==> config.mk <==
export PLATFORM = sky130hd
export DESIGN_NAME = throttle_prio_arbiter
export DESIGN_NICKNAME = d
export VERILOG_FILES = /design/src/rtl/throttle_prio_arbiter.sv
export SDC_FILE = /design/constraint.sdc
export NUM_CORES = 1
export LEC_CHECK = 0
export ABC_AREA = 1
export BUFFER_PORTS_ARGS = -buffer_cell sky130_fd_sc_hd__buf_2
export CAP_MARGIN = 40
export CORE_MARGIN = 2
export CORE_UTILIZATION = 50
export DETAILED_ROUTE_END_ITERATION = 8
export GPL_TIMING_DRIVEN = 0
export HOLD_SLACK_MARGIN = 0.15
export PLACE_DENSITY_LB_ADDON = 0.2
export SLEW_MARGIN = 20
export SYNTH_ARGS = -nofsm -noshare
export SYNTH_HDL_FRONTEND = slang
export SYNTH_SLANG_ARGS = --single-unit
==> constraint.sdc <==
create_clock -name clk_i -period 6 [get_ports clk_i]
set_input_delay 1.2 -clock clk_i [delete_from_list [all_inputs] [get_ports clk_i]]
set_output_delay 1.2 -clock clk_i [all_outputs]
set_load 0.01 [all_outputs]
==> src/rtl/throttle_prio_arbiter.sv <==
module throttle_prio_arbiter #(
  parameter int NSRC     = 4,
  parameter int PRIO_W   = 7,
  parameter int CPU_W    = 7,
  parameter int GPU_W    = 2,
  parameter int PRIO_MAX = 100,
  localparam int IDX_W   = (NSRC > 1) ? $clog2(NSRC) : 1,
  localparam int CFG_W   = PRIO_W + CPU_W + GPU_W
) (
  input  logic              clk_i,
  input  logic              rst_ni,
  input  logic [NSRC-1:0]   req_i,
  input  logic              cfg_we_i,
  input  logic [IDX_W-1:0]  cfg_addr_i,
  input  logic [CFG_W-1:0]  cfg_wdata_i,
  output logic              thr_valid_o,
  output logic [IDX_W-1:0]  thr_src_o,
  output logic [CPU_W-1:0]  thr_cpu_o,
  output logic [GPU_W-1:0]  thr_gpu_o
);

  localparam logic [PRIO_W-1:0] PMAX = PRIO_W'(PRIO_MAX);

  logic [PRIO_W-1:0] prio_q [NSRC];
  logic [CPU_W-1:0]  cpu_q  [NSRC];
  logic [GPU_W-1:0]  gpu_q  [NSRC];
  logic [NSRC-1:0]   en;

  logic              win_v;
  logic [IDX_W-1:0]  win_i;
  logic [PRIO_W-1:0] best;

  for (genvar g = 0; g < NSRC; g++) begin : g_src
    always_ff @(posedge clk_i or negedge rst_ni) begin
      if (!rst_ni) begin
        prio_q[g] <= '0;
        cpu_q[g]  <= '0;
        gpu_q[g]  <= '0;
      end else if (cfg_we_i && cfg_addr_i == IDX_W'(g)) begin
        prio_q[g] <= cfg_wdata_i[PRIO_W-1:0];
        cpu_q[g]  <= cfg_wdata_i[PRIO_W +: CPU_W];
        gpu_q[g]  <= cfg_wdata_i[PRIO_W+CPU_W +: GPU_W];
      end
    end
    assign en[g] = (prio_q[g] != '0) && (prio_q[g] <= PMAX);
  end

  always_comb begin
    win_v = 1'b0;
    win_i = '0;
    best  = '0;
    for (int i = 0; i < NSRC; i++) begin
      if (req_i[i] && en[i] && (!win_v || prio_q[i] > best)) begin
        win_v = 1'b1;
        win_i = IDX_W'(i);
        best  = prio_q[i];
      end
    end
  end

  always_ff @(posedge clk_i or negedge rst_ni) begin
    if (!rst_ni) begin
      thr_valid_o <= 1'b0;
      thr_src_o   <= '0;
      thr_cpu_o   <= '0;
      thr_gpu_o   <= '0;
    end else begin
      thr_valid_o <= win_v;
      thr_src_o   <= win_v ? win_i : '0;
      thr_cpu_o   <= win_v ? cpu_q[win_i] : '0;
      thr_gpu_o   <= win_v ? gpu_q[win_i] : '0;
    end
  end

  // no enabled request on the last edge means no valid output now
  a_r5_idle_output: assert property (@(posedge clk_i) disable iff (!rst_ni)
    ($past(req_i & en) == '0) |-> (!thr_valid_o && thr_cpu_o == '0 && thr_gpu_o == '0));

  // a reported winner was requesting on the previous edge
  a_r2_winner_requested: assert property (@(posedge clk_i) disable iff (!rst_ni)
    thr_valid_o |-> ((($past(req_i) >> thr_src_o) & NSRC'(1)) != '0));

  // a reported winner had a legal priority on the previous edge
  a_r4_winner_enabled: assert property (@(posedge clk_i) disable iff (!rst_ni)
    thr_valid_o |-> ((($past(en) >> thr_src_o) & NSRC'(1)) != '0));

  // any enabled request on the previous edge yields a valid output
  a_r6_valid_follows: assert property (@(posedge clk_i) disable iff (!rst_ni)
    ($past(rst_ni) && $past(req_i & en) != '0) |-> thr_valid_o);

  // a write lands in the addressed priority field
  a_r7_write_lands: assert property (@(posedge clk_i) disable iff (!rst_ni)
    ($past(rst_ni) && $past(cfg_we_i)) |->
      (prio_q[$past(cfg_addr_i)] == $past(cfg_wdata_i[PRIO_W-1:0])));

endmodule

-- After elaboration in Yosys (flattened, before gate mapping)
Cells that the tools add are included.
- reductions and logical operators: 26
- divide/modulo/power cells: 0
- equality and inequality tests: 3
- multiplexer cells: 19
- shift operators: 0
- $lt $le $gt $ge: 8
- add/sub/neg operators: 0
- multiply operators: 0
- bitwise logic cells: 1
- operators by type and width (kind ; number):
    $mux 7 ; 6
    $le 7x7->1 const B ; 4
    $reduce_bool 7->1 ; 4
    $gt 7x7->1 ; 3
    $logic_and 1x1->1 ; 15
    $bmux 7 s2 ; 1
    $mux 2 ; 6
    $mux 1 ; 5
    $bmux 2 s2 ; 1
    $eq 2x2->1 const B ; 2
    $ge 3x3->1 const B ; 1
    $logic_not 1->1 ; 3
    $logic_or 1x1->1 ; 3
    $not 2->3 ; 1
    $eq 2x1->1 const B ; 1
    $logic_not 2->1 ; 1
- flip-flop bits (word level): 76
- ROM bits: 0
- memories: 0
- latch bits: 0
- bits of input ports: 25
- logic and storage cells: 73
- bits in writable memories: 0
- output and inout bits: 12

-- Depth between registers and ports, before layout
- depth in word-level cells: 21
- mapped depth: 44

-- Worst setup path before layout
No wires, ideal clock.
- path kind: input -> register
- start point: in req_i[0]
- end point: reg thr_cpu_o[0]
- data arrival time: 5.003 ns
- data required time: 5.864 ns
- slack: 0.861 ns
- stages on the path: 38
- cell sequence: o21ai_2 > nor2_4 > nand2_1 > ha_1 > nand2_1 > nor2_1 > nand2_1 > nand2_1 > nand2_1 > a21oi_2 > inv_2 > buf_6 > nand2_1 > o21ai_2 > ha_1 > nand2_1 > nor2_1 > nand2_1 > (+2 left out) > nand2_1 > nand2_4 > buf_2 > nand2_1 > o21ai_0 > ha_1 > nand2_1 > nor2_1 > nand2_1 > nand2_1 > nand2_1 > nand2_4 > nand2_8 > buf_8 > nand2_8 > nand2_2 > nand2_1 > a21oi_1
- word-level cells in the longest chain between the ends: 19
- elaborated cells on any way between the ends: 28
- those cells by class: order compare: 3; mux: 14; bitwise: 1; reduce/logical: 10
- RTL lines (element ; RTL line ; text):
    start, declared ; 12 ; input logic [NSRC-1:0] req_i,
    $logic_and 1x1->1 (*) ; 53 ; if (req_i[i] && en[i] && (!win_v || prio_q[i] > best)) begin
    $mux 7 or $mux 1 (tied branches) ; 53 ;
    $gt 7x7->1 or $logic_not 1->1 (tied branches) ; 53 ;
    $logic_or 1x1->1 ; 53 ;
    $logic_and 1x1->1 ; 53 ;
    $mux 7 or $mux 1 (tied branches) ; 53 ;
    $gt 7x7->1 or $logic_not 1->1 (tied branches) ; 53 ;
    $logic_or 1x1->1 ; 53 ;
    (+2 left out) ; -- ;
    $gt 7x7->1 or $logic_not 1->1 (tied branches) ; 53 ;
    $logic_or 1x1->1 ; 53 ;
    $logic_and 1x1->1 ; 53 ;
    $mux 2 ; 53 ;
    $not 2->3 (not written as such) ; 70 ; thr_cpu_o <= win_v ? cpu_q[win_i] : '0;
    $bmux 7 s2 ; 70 ;
    $mux 7 (not written as such) (2 in a row) ; 70 ;
    $mux 7 (*) ; 70 ;
    end signal, assigned ; 70 ;
    end, declared ; 18 ; output logic [CPU_W-1:0] thr_cpu_o,
Mark *: on every way between the ends. The rest lies on a longest branch, timed or not. The select of a mux whose other input is x is not followed.
A chain may end at the register's enable or synchronous reset.

-- Worst setup path in the final report
- start point: in req_i[0]
- end point: reg thr_gpu_o[0]
- word-level cells in the longest chain between the ends: 19
- elaborated cells on any way between the ends: 28
- those cells by class: order compare: 3; mux: 14; bitwise: 1; reduce/logical: 10
- RTL lines (element ; RTL line ; text):
    $logic_and 1x1->1 (*) ; 53 ;
    $mux 7 or $mux 1 (tied branches) ; 53 ;
    $gt 7x7->1 or $logic_not 1->1 (tied branches) ; 53 ;
    $logic_or 1x1->1 ; 53 ;
    $logic_and 1x1->1 ; 53 ;
    $mux 7 or $mux 1 (tied branches) ; 53 ;
    $gt 7x7->1 or $logic_not 1->1 (tied branches) ; 53 ;
    $logic_or 1x1->1 ; 53 ;
    (+2 left out) ; -- ;
    $gt 7x7->1 or $logic_not 1->1 (tied branches) ; 53 ;
    $logic_or 1x1->1 ; 53 ;
    $logic_and 1x1->1 ; 53 ;
    $mux 2 ; 53 ;
    $not 2->3 (not written as such) ; 71 ; thr_gpu_o <= win_v ? gpu_q[win_i] : '0;
    $bmux 2 s2 ; 71 ;
    $mux 2 (not written as such) (2 in a row) ; 71 ;
    $mux 2 (*) ; 71 ;
    end signal, assigned ; 71 ;
    end, declared ; 19 ; output logic [GPU_W-1:0] thr_gpu_o
Marks and branches as above.

==> summary.log <==
INFO  placement      routabilityCongestion=0.925
INFO  floorplanning  core_area=0.00818mm²
INFO  clock_tree     path_clk_slew=80ps
INFO  worst_setup_path worstPathMaxFanout=10
INFO  drt            vias_per_std_cell=5.27
INFO  synth          synth_edf_count=0
INFO  floorplanning  rows=33
INFO  global_route   grtUsageTotal=0.244
INFO  drt            dr_total_vias=3,571
INFO  placement      hpwlAfterDp=7540µm
INFO  synth          mean_instance_size_in_the_synthesized_netlist=8.13µm²
INFO  layout         layout.cells.most_common_list=sky130_fd_sc_hd__nand2_1 (139), sky130_fd_sc_hd__dfrtp_1 (76), sky130_fd_sc_hd__o21ai_0 (69), sky130_fd_sc_hd__inv_1 (55), sky130_fd_sc_hd__buf_2 (36)
INFO  layout         area_delta_synth_final=13.6%
INFO  sta            fmax=180MHz
INFO  placement      placed_area=0.00455mm²
INFO  worst_setup_path r2r_slack=680ps
INFO  layout         diodes=0
INFO  floorplanning  initial_core_utilization=0.515
INFO  worst_setup_path critical_path.startpoint_type=input pin
INFO  clock_tree     htreeDepth=3
INFO  drt            route.antenna.remaining_nets=0
INFO  power_and_ir_drop p_leak=2.45nW
INFO  global_route   first_global_vias=3,413
INFO  layout         post_layout_net_count=614
INFO  layout         final_util=0.585
INFO  floorplanning  dieWidth=95.8µm
INFO  job            maxCapViolCount=0
INFO  worst_setup_path critical_path.slowest_cell=sky130_fd_sc_hd__ha_1
INFO  drt            drcViolationCount=0
INFO  worst_setup_path cp.arrival=5820ps
INFO  clock_tree     numCtsBuffers=9
INFO  power_and_ir_drop design_power_total=1.79mW
INFO  placement      post-place-ws=23.0ps
INFO  clock_tree     cts_root_buffer=sky130_fd_sc_hd__clkbuf_8
INFO  outcome        status=finished clean
INFO  synth          netlist.area_leader.share=0.452
INFO  floorplanning  die_h=95.8µm
INFO  synth          net_count_of_the_mapped_netlist=564
INFO  synth          post_synth_instance_area=0.00421mm²
INFO  synth          netlist-cell-type-count=31
INFO  floorplanning  die-area=0.00917mm²
INFO  layout         final_cell_area=0.00478mm²
INFO  sta            fin_crit_sh=0.924
INFO  floorplanning  floorplan.io_pins=37
INFO  synth          synthFlopType=sky130_fd_sc_hd__dfrtp_1
INFO  sta            fin_worst_hold_slack=481ps
INFO  global_route   pin_count_of_the_biggest_net_entering_global_routing=48
INFO  power_and_ir_drop worst_ir_drop_vdd=0.000144V
INFO  global_route   gr-total-overflow=0
INFO  drt            drt_first_pass_iters=5
INFO  sta            finalWorstSetupSlack=458ps
INFO  synth          postSynthCellCount=518
INFO  sta            tns=0ps
INFO  clock_tree     postCtsHoldBufs=0
INFO  clock_tree     clock-sinks=76
INFO  worst_setup_path cp.required=6280ps
INFO  layout         layout.cells.most_common=sky130_fd_sc_hd__nand2_1
INFO  worst_setup_path cpLargestDelayFamily=simple AND/OR/NAND/NOR gates
INFO  layout         final_layout_size_suffix_gt1_frac=0.188
INFO  synth          synth_area_leader_cell=sky130_fd_sc_hd__dfrtp_1
INFO  global_route   grt_first_pass_wirelength=16,600µm
INFO  synth          synth-warning-count=0
INFO  worst_setup_path cp_common_cell=sky130_fd_sc_hd__nand2_1
INFO  sta            final_max_slew_viol_count=0
INFO  drt            wl_per_cell=15.1µm
INFO  sta            fin_skew=15.0ps
INFO  drt            detail_route.iter0.violations=126
INFO  synth          synthArstFlopShare=1.00
INFO  worst_setup_path criticalPathCategory=input pin to flip-flop
INFO  synth          synth.yosys.seq_area_share=0.452
INFO  placement      numPlacedInstances=660
INFO  power_and_ir_drop power-per-cell-area=374mW/mm²
INFO  placement      portBuffers=36
INFO  clock_tree     cts-root-to-sink-buffers=2
INFO  synth          ys_top_cells_by_area=sky130_fd_sc_hd__dfrtp_1 (45%), sky130_fd_sc_hd__nand2_1 (12%), sky130_fd_sc_hd__o21ai_0 (8.4%)
INFO  sta            slew-limit-headroom=0.652
INFO  global_route   grt_antenna_before_repair=0
INFO  layout         final.fill_count=744
INFO  synth          synth.ff_latch_count=76
INFO  worst_setup_path critical_path_buf_inv_count=5
INFO  sta            finalSetupViolCount=0
INFO  sta            unrepaired_setup_endpoints_after_global_routing=no
INFO  drt            postRouteWirelength=10,200µm
INFO  worst_setup_path worst_path_largest_cell_delay=300ps
INFO  worst_setup_path worstSetupEndpointType=flip-flop
INFO  clock_tree     worst_skew_pair_latency=360ps
INFO  sta            tightestPinTransition=521ps
INFO  sta            finalHoldViolCount=0
INFO  sta            finalWorstPathRequiredPeriod=5540ps
INFO  clock_tree     tritoncts=done
INFO  hold_path      holdCritPathClass=flip-flop to flip-flop
INFO  layout         final-instance-count-excl-fill=678
## path summary, 6_finish.rpt
path,start,end,cells past startpoint
setup / recovery,req_i[0],thr_gpu_o[0],35
hold / removal,cpu_q[4],cpu_q[4],2
setup reg to reg,prio_q[25],thr_gpu_o[0],37
hold reg to reg,cpu_q[4],cpu_q[4],2
max in group asynchronous,rst_ni,prio_q[21],2
min in group asynchronous,rst_ni,cpu_q[0],1
## cells in the mapped netlist, types with 6 or more instances
master	n
sky130_fd_sc_hd__inv_2	6
sky130_fd_sc_hd__ha_1	21
sky130_fd_sc_hd__a21oi_1	17
sky130_fd_sc_hd__nand2_1	139
sky130_fd_sc_hd__o21ai_0	71
sky130_fd_sc_hd__nand3_1	24
sky130_fd_sc_hd__dfrtp_1	76
sky130_fd_sc_hd__nor2_1	32
sky130_fd_sc_hd__nand3b_1	9
sky130_fd_sc_hd__nand2_2	11
sky130_fd_sc_hd__inv_1	55
sky130_fd_sc_hd__nor2_2	6
sky130_fd_sc_hd__o21ai_2	8
sky130_fd_sc_hd__clkbuf_1	11
## layer usage
layer / up-vias / GRT usage / wire length (µm)
li1: 1760 / - / -
met1: 1714 / 0.336 / 4610
met2: 86 / 0.383 / 4890
met3: 11 / 0.0360 / 581
met4: 0 / 0.105 / 130
met5: - / 0 / 0
## timing repair
| action | 4_1_cts | 5_1_grt |
|---|---|---|
| resized for setup | 0 | 4 |
| hold endpoints to repair | 0 | 0 |
| setup buffers | 0 | 2 |
| setup endpoints to repair | 0 | 9 |
## state kept, by name, summed over array words and instances, names as in the netlist
signal,cells
cpu_q,28
gpu_q,8
prio_q,28
thr_cpu_o,7
thr_gpu_o,2
thr_src_o,2
thr_valid_o,1
## power breakdown
group / internal [mW] / leakage [nW] / total, mW / switching, mW
sequential: 0.616 / 0.944 / 0.684 / 0.0676
combinational: 0.271 / 1.40 / 0.699 / 0.428
clock: 0.207 / 0.103 / 0.408 / 0.202
## logic make-up after synthesis
group                      count (synthesis)  share of synthesized area
DFF                                       76                      0.452
buffers and inverters                     80                     0.0814
AOI/OAI and AO/OA                        101                      0.129
adders and majority gates                 21                     0.0624
and+or+nand+nor                          240                      0.275
## area by class of cell
type,count,area [µm²],share of cell area
well taps,105,131,0.0275
inverters,62,233,0.0486
plain buffers,18,110,0.0230
multi-input cells,362,1970,0.412
repair buffers,39,225,0.0471
clock inverters,6,72.6,0.0152
flip-flops and latches,76,1900,0.397
clock buffers,10,138,0.0288
## worst min-delay path, delay by kind of cell, from the launching register on
| kind | cells | cell delay, ps |
|---|---|---|
| DFF | 1 | 340 |
| AOI/OAI and AO/OA | 1 | 60 |
| and+or+nand+nor | 1 | 50 |
Note: power is estimated with default switching activity, not from simulation.
